[src/rtl/hcsts_pkg.sv]
package hcsts_pkg;
    localparam int REG_W     = 32;
    localparam int BIT_HALT  = 0;
    localparam int BIT_SAVE  = 8;
    localparam int BIT_REST  = 9;
    localparam int BIT_ERR   = 10;
    localparam int BIT_NRDY  = 11;
    localparam int BIT_HCERR = 12;
    localparam logic [REG_W-1:0] RESET_VALUE = 32'h0000_0001;

    typedef enum logic [1:0] {
        ST_IDLE      = 2'd0,
        ST_SAVING    = 2'd1,
        ST_RESTORING = 2'd2
    } sr_state_e;

    typedef enum logic {
        ERR_CLEAR = 1'b0,
        ERR_SET   = 1'b1
    } err_state_e;

    typedef struct packed {
        logic err;
        logic rest;
        logic save;
        logic halt;
    } sts_flags_t;
endpackage

[src/rtl/hcsts_busy_fsm.sv]
module hcsts_busy_fsm
    import hcsts_pkg::*;
(
    input  logic clk,
    input  logic rst_n,
    input  logic cmd_save,
    input  logic cmd_restore,
    input  logic save_done,
    input  logic restore_done,
    output logic save_busy,
    output logic restore_busy,
    output logic start_accept
);
    sr_state_e state_q, state_d;

    // State register
    always_ff @(posedge clk or negedge rst_n) begin
        if (!rst_n) state_q <= ST_IDLE;
        else        state_q <= state_d;
    end

    // Transitions: begin-save, begin-restore, save-complete, restore-complete
    always_comb begin
        state_d = state_q;
        unique case (state_q)
            ST_IDLE: begin
                if (cmd_save)         state_d = ST_SAVING;
                else if (cmd_restore) state_d = ST_RESTORING;
            end
            ST_SAVING: begin
                if (save_done) state_d = ST_IDLE;
            end
            ST_RESTORING: begin
                if (restore_done) state_d = ST_IDLE;
            end
            default: state_d = ST_IDLE;
        endcase
    end

    // Outputs
    always_comb begin
        save_busy    = 1'b0;
        restore_busy = 1'b0;
        start_accept = 1'b0;
        unique case (state_q)
            ST_IDLE:      start_accept = cmd_save | cmd_restore;
            ST_SAVING:    save_busy    = 1'b1;
            ST_RESTORING: restore_busy = 1'b1;
            default:      start_accept = 1'b0;
        endcase
    end
endmodule

[src/rtl/hcsts_err_flag.sv]
module hcsts_err_flag
    import hcsts_pkg::*;
(
    input  logic clk,
    input  logic rst_n,
    input  logic start,
    input  logic busy,
    input  logic eng_error,
    input  logic sw_clear,
    output logic err
);
    err_state_e st_q, st_d;

    always_ff @(posedge clk or negedge rst_n) begin
        if (!rst_n) st_q <= ERR_CLEAR;
        else        st_q <= st_d;
    end

    // A new start dominates; an engine error beats a software clear.
    always_comb begin
        st_d = st_q;
        unique case (st_q)
            ERR_CLEAR: begin
                if (!start && busy && eng_error) st_d = ERR_SET;
            end
            ERR_SET: begin
                if (start)                          st_d = ERR_CLEAR;
                else if (sw_clear && !(busy && eng_error)) st_d = ERR_CLEAR;
            end
            default: st_d = ERR_CLEAR;
        endcase
    end

    always_comb begin
        err = (st_q == ERR_SET);
    end
endmodule

[src/rtl/hcsts_read_mux.sv]
module hcsts_read_mux
    import hcsts_pkg::*;
#(
    parameter int ADDR_W = 12,
    parameter logic [ADDR_W-1:0] OFFSET = '0
) (
    input  logic              rd,
    input  logic [ADDR_W-1:0] addr,
    input  sts_flags_t        flags,
    output logic [REG_W-1:0]  data
);
    logic [REG_W-1:0] word;
    logic             hit;

    // Build the word bit by bit; unlisted positions are constant zero.
    for (genvar i = 0; i < REG_W; i++) begin : g_bit
        if (i == BIT_HALT) begin : g_halt
            assign word[i] = flags.halt;
        end else if (i == BIT_SAVE) begin : g_save
            assign word[i] = flags.save;
        end else if (i == BIT_REST) begin : g_rest
            assign word[i] = flags.rest;
        end else if (i == BIT_ERR) begin : g_err
            assign word[i] = flags.err;
        end else begin : g_zero
            assign word[i] = 1'b0;
        end
    end

    assign hit  = rd && (addr == OFFSET);
    assign data = hit ? word : '0;
endmodule

[src/rtl/hc_status_reg.sv]
module hc_status_reg
    import hcsts_pkg::*;
#(
    parameter int ADDR_W = 12,
    parameter logic [ADDR_W-1:0] STS_OFFSET = 12'h004
) (
    input  logic              clk,
    input  logic              rst_n,
    input  logic              reg_rd,
    input  logic              reg_wr,
    input  logic [ADDR_W-1:0] reg_addr,
    input  logic [31:0]       reg_wdata,
    input  logic              cmd_save,
    input  logic              cmd_restore,
    input  logic              eng_save_done,
    input  logic              eng_restore_done,
    input  logic              eng_error,
    input  logic              halted_in,
    output logic [31:0]       rd_data,
    output logic              halted,
    output logic              save_busy,
    output logic              restore_busy,
    output logic              sr_error
);
    logic       halt_q;
    logic       start_accept;
    logic       sw_clear;
    logic       wdata_unused;
    sts_flags_t flags;

    // Bits other than the error flag carry no write effect.
    assign wdata_unused = ^{reg_wdata[REG_W-1:BIT_ERR+1], reg_wdata[BIT_ERR-1:0]};
    assign sw_clear     = reg_wr && (reg_addr == STS_OFFSET) && reg_wdata[BIT_ERR];

    always_ff @(posedge clk or negedge rst_n) begin
        if (!rst_n) halt_q <= RESET_VALUE[BIT_HALT];
        else        halt_q <= halted_in;
    end

    hcsts_busy_fsm u_fsm (
        .clk          (clk),
        .rst_n        (rst_n),
        .cmd_save     (cmd_save),
        .cmd_restore  (cmd_restore),
        .save_done    (eng_save_done),
        .restore_done (eng_restore_done),
        .save_busy    (save_busy),
        .restore_busy (restore_busy),
        .start_accept (start_accept)
    );

    hcsts_err_flag u_err (
        .clk       (clk),
        .rst_n     (rst_n),
        .start     (start_accept),
        .busy      (save_busy | restore_busy),
        .eng_error (eng_error),
        .sw_clear  (sw_clear),
        .err       (sr_error)
    );

    assign halted = halt_q;
    assign flags  = '{err: sr_error, rest: restore_busy, save: save_busy, halt: halt_q};

    hcsts_read_mux #(
        .ADDR_W (ADDR_W),
        .OFFSET (STS_OFFSET)
    ) u_rd (
        .rd    (reg_rd),
        .addr  (reg_addr),
        .flags (flags),
        .data  (rd_data)
    );
endmodule

[config.mk]
export PLATFORM = sky130hd
export DESIGN_NAME = hc_status_reg
export DESIGN_NICKNAME = d
export VERILOG_FILES = /design/src/rtl/hcsts_pkg.sv /design/src/rtl/hcsts_busy_fsm.sv /design/src/rtl/hcsts_err_flag.sv /design/src/rtl/hcsts_read_mux.sv /design/src/rtl/hc_status_reg.sv
export SDC_FILE = /design/constraint.sdc
export NUM_CORES = 1
export LEC_CHECK = 0
export BUFFER_PORTS_ARGS = -buffer_cell sky130_fd_sc_hd__buf_4
export CAP_MARGIN = 20
export CORE_MARGIN = 5
export CORE_UTILIZATION = 28
export CTS_CLUSTER_DIAMETER = 50
export DETAILED_ROUTE_END_ITERATION = 10
export GPL_TIMING_DRIVEN = 0
export PLACE_DENSITY = 0.81
export SYNTH_ARGS = -nofsm -noshare
export SYNTH_HDL_FRONTEND = slang
export SYNTH_SLANG_ARGS = --single-unit
[constraint.sdc]
create_clock -name clk -period 1.4 [get_ports clk]
set_input_delay 0.07 -clock clk [delete_from_list [all_inputs] [get_ports clk]]
set_output_delay 0.07 -clock clk [all_outputs]
set_load 0.05 [all_outputs]
* Yosys cells after proc, flatten, opt, wreduce, memory -nomap -nowiden
Cells that the tools add are included.
Storage, ports and cells: bits in registers 4, bits of input ports 54, output and inout port bits 36, logic and storage cells 36
Cells by class: equal/unequal tests 6, muxes and demuxes 13, bitwise gates (word level) 3, reductions and logical operators 11
Operators by type and width (number):
- 12-bit by 3-bit == test with 1-bit output, second input constant | 1
- 11-bit two-way mux | 1
- 2-bit two-way mux | 4
- 1-bit logical AND | 7
- 1-bit two-way mux | 6
- 2-bit one-hot mux with 3 select lines | 1
- 2-bit inequality test, second input constant | 2
- 3-bit inequality test, second input constant | 1
- 3-bit AND reduction | 1
- 2-bit by 1-bit == test with 1-bit output, second input constant | 1
- 2-bit == test, second input constant | 1
- 1-bit logical NOT | 2
- 2-bit logical NOT | 1
- 1-bit OR | 2
- 1-bit one-hot mux with 2 select lines | 1
- 1-bit NOT | 1

* Depth between registers and ports, before layout
depth after elaboration 9, depth in mapped cells 5, gate-level depth less buffers 5

* Hierarchy
From an unflattened synthesis, not the netlist that was laid out.
Unflattened totals: cell total of the unflattened synthesis 63, area, all modules 545.5 um^2
By module, submodules not included:
- hcsts_read_mux | times used 1, cells an instance 40, area an instance 307.8 um^2, seq. area each 0.0 um^2
- hcsts_busy_fsm | times used 1, cells an instance 12, area an instance 117.6 um^2, seq. area each 50.0 um^2
- hc_status_reg | times used 1, cells an instance 7, area an instance 76.3 um^2, seq. area each 26.3 um^2
- hcsts_err_flag | times used 1, cells an instance 4, area an instance 43.8 um^2, seq. area each 25.0 um^2

* Worst setup path after synthesis
OpenSTA, ideal clock, no wires.
kind register -> output, from reg u_fsm.state_q[0], to out rd_data[9], arrival 1710 ps, data required time 1330 ps, slack -380 ps, stages on the path, launching flop included 5, path buffers 0, path through dfrtp_1 inv_1 ha_1 inv_1 nor2_1
Between the ends: word-level cells in the longest chain between the ends 3
RTL lines:
- start: declaration | line hcsts_busy_fsm.sv:14 | sr_state_e state_q, state_d;
- start signal: assignment | line hcsts_busy_fsm.sv:19 | else state_q <= state_d;
- 2-bit == test | line hcsts_busy_fsm.sv:45 | unique case (state_q)
- 1-bit two-way mux | line hcsts_busy_fsm.sv:45
- named net restore_busy | line hc_status_reg.sv:22 | output logic restore_busy,
- 11-bit two-way mux | line hcsts_read_mux.sv:31 | assign data = hit ? word : '0;
- end: declaration | line hc_status_reg.sv:19 | output logic [31:0] rd_data,
The timed path passes the listed nets, and every way through them passes these cells.

* Worst setup path in the final report
from reg u_fsm.state_q[0], to reg u_err.st_q (netlist: u_err.err)
Between the ends: word-level cells in the longest chain between the ends 9, elaborated cells on any way between the ends 17, those cells by class eq/ne (2); mux (7); bitwise (1); reduce/logical (7)
RTL lines:
- 2-bit by 1-bit == test with 1-bit output or 2-bit == test (tied branches) | line hcsts_busy_fsm.sv:45
- 1-bit two-way mux | line hcsts_busy_fsm.sv:45
- 1-bit OR | line hc_status_reg.sv:56 | .busy (save_busy | restore_busy),
- 1-bit logical AND | line hcsts_err_flag.sv:28 | else if (sw_clear && !(busy && eng_error)) st_d = ERR_CLEAR;
- 1-bit logical NOT | line hcsts_err_flag.sv:28
- 1-bit logical AND | line hcsts_err_flag.sv:28
- 1-bit two-way mux | line hcsts_err_flag.sv:28
- 1-bit two-way mux | line hcsts_err_flag.sv:27 | if (start) st_d = ERR_CLEAR;
- 1-bit one-hot mux with 2 select lines (*) | line hcsts_err_flag.sv:22 | unique case (st_q)
- named net u_err.st_d | line hcsts_err_flag.sv:12 | err_state_e st_q, st_d;
- end signal: assignment | line hcsts_err_flag.sv:16 | else st_q <= st_d;
- end: declaration | line hcsts_err_flag.sv:12
The timed path passes the listed nets; every way through them passes the cells marked *. A chain may end at the register's enable or synchronous reset.

==> impl_metrics.json <==
{
  "ctsHtreeMaxLevel": 1,
  "clk_pin_slew_ns": 0.04,
  "ys_seq_area_frac": 0.180,
  "cts_setup_buffers": 0,
  "synth_area_um2": 562,
  "grt_use_total": 0.0877,
  "portBuffers": 30,
  "clock-sinks": 4,
  "cp.arrival_ns": 1.43,
  "finalSetupTns_ns": 0,
  "finalCriticalPeriod_ns": 1.34,
  "crit_family": "flip-flops",
  "antenna_found_initial": 0,
  "wl_met1_um": 351,
  "area_growth_syn_to_layout_pct": 78.6,
  "gp_congestion": 0.720,
  "yosys_warnings": 0,
  "leakage_nw": 0.572,
  "synthDistinctLibCells": 18,
  "syn_inst": 65,
  "die_w_um": 54.8,
  "hp-class": "in2async",
  "cap_violations": 0,
  "cp-end-kind": "register",
  "timing.fmax_mhz": 746,
  "setup_viol": 0,
  "syn_area_per_cell_um2": 8.64,
  "critical_path_cell_count": 5,
  "highest_layer": "met4",
  "startpoint_type": "register",
  "viasPerCell": 3.37,
  "status": "completed",
  "synth_area_leaders": "buf_4, dfrtp_1, nor4_4, ha_1, inv_1",
  "timing.critical_path.buf_inv": 1,
  "final_common_cell": "buf_4",
  "firstDrtPassIters": 1,
  "start_util": 0.289,
  "tritoncts": "built",
  "cp_max_fo": 3,
  "grt_max_degree": 5,
  "power_mw": 1.13,
  "grt_pass1_vias": 493,
  "r2r_setup_slack_ns": 0.06,
  "synth_top_area_cell": "buf_4",
  "max_stage_delay_ns": 0.39,
  "ant_nets": 0,
  "root_buffer": "clkbuf_4",
  "critPathRequiredTime_ns": 1.49,
  "coreArea_um2": 1940,
  "p_per_area_nw_per_um2": 1120,
  "dieArea_um2": 3000,
  "dr.first_iter.drc_count": 0,
  "met3WireLength_um": 144,
  "irDropWorstVdd_v": 0.000517,
  "drc_errors": 0,
  "final_nets": 186,
  "rsz0062_at_grt": "no",
  "grt_pass1_wl_mm": 1.83,
  "fillers": 202,
  "ios": 90,
  "fin_crit_sh": 0.958,
  "dieHeight_um": 54.8,
  "num_rows": 16,
  "overflow": 0,
  "skew_ns": 0.00645,
  "routed_wl_mm": 1.40,
  "synth-seq-cells": 4,
  "path_class": "reg2reg",
  "layout_common_cells": "buf_4, conb_1, inv_1",
  "wl_per_cell_um": 9.03,
  "n_antenna_cell": 0,
  "numCtsBuffers": 3,
  "vias": 523,
  "synth_top_area_frac": 0.374,
  "clock_path_buffers": 2,
  "route.met2.wl_um": 888,
  "rr_worst_depth": 5,
  "hold_violations": 0,
  "drv_slew": 0,
  "insertion_delay_ns": 0.24,
  "cp_slowest_cell": "dfrtp_1",
  "drive_gt1_frac": 0.578,
  "path_cells": "inv_2 > ha_1 > and2_4 > and4b_1 > a31oi_1"
}
## layer usage
layer / up-vias / global-route usage
met2: 23 / 0.185
met5: - / 0
met1: 219 / 0.0619
met4: 0 / 0.0498
li1: 279 / -
met3: 2 / 0.0327
## path summary, 6_finish.rpt
check	from	to
max	u_fsm.state_q[0]$_DFFE_PN0P_	u_err.err$_DFF_PN0_
min	rst_n	u_fsm.state_q[0]$_DFFE_PN0P_
max reg2reg	u_fsm.state_q[0]$_DFFE_PN0P_	u_err.err$_DFF_PN0_
min reg2reg	u_fsm.state_q[0]$_DFFE_PN0P_	u_fsm.state_q[0]$_DFFE_PN0P_
max in group asynchronous	rst_n	halted$_DFF_PN1_
min in group clk	reg_addr[0]	u_err.err$_DFF_PN0_
## registers in the layout (all words and copies together) (netlist names)
register       cells
u_fsm.state_q      2
halted             1
u_err.err          1
## worst reg2reg max path: stages (launching register included)
cell and delay [ns]:
dfrtp_1 0.39, inv_2 0.06, ha_1 0.29, and2_4 0.14, and4b_1 0.22, a31oi_1 0.09
## Yosys cell counts
master	number
nor4b_4	1
nand4_2	1
inv_1	8
ha_1	3
and4b_1	1
a21oi_1	1
nor2_1	4
o21ai_0	2
dfstp_2	1
nor4_4	2
a31oi_1	3
and2_1	1
o21bai_1	1
conb_1	1
nand2b_1	3
buf_4	28
a32oi_1	1
dfrtp_1	3
## what timing repair did
action,CTS,global route
gates resized for setup,0,4
hold buffers,2,0
setup endpoints to repair,0,3
hold endpoints to repair,5,0
## where the power goes
part / switching, mW / leakage [nW] / internal [mW] / total (mW)
sequential: 0.0351 / 0.0492 / 0.158 / 0.194
clock: 0.0500 / 0.0150 / 0.107 / 0.157
combinational: 0.510 / 0.508 / 0.267 / 0.776
total: 0.595 / 0.572 / 0.532 / 1.13
## final cells by class
class	instances	area [um2]	area share
inverter	8	30.0	0.0299
timing repair buffer	32	253	0.252
clock buffer	4	26.3	0.0262
sequential	4	101	0.101
tap	27	33.8	0.0337
buffer	28	210	0.209
multi-input combinational	52	349	0.348
## through the flow
stage,setup slack (ns),hold WS (ns),util,instances,cell area (um2)
2_1_floorplan,0.0398,-0.226,-,92,688
3_3_place_gp,0.0810,-0.130,0.488,149,947
3_5_place_dp,0.0472,-0.130,0.488,149,947
4_1_cts,0.0124,0.146,0.512,155,993
5_1_grt,0.00952,0.152,0.517,155,1000
6_report,0.0590,0.157,0.517,155,1000
## logic make-up (layout without fill, tap and decap cells)
kind of cell,Yosys count,count (layout),share of synthesized area
simple gates,13,13,0.229
fa+ha+maj,3,3,0.0668
buf+inv,36,72,0.428
compound gates,8,8,0.0891
other cells,1,28,0.00668
flops,4,4,0.180
Power figures use the tool's default switching activity.
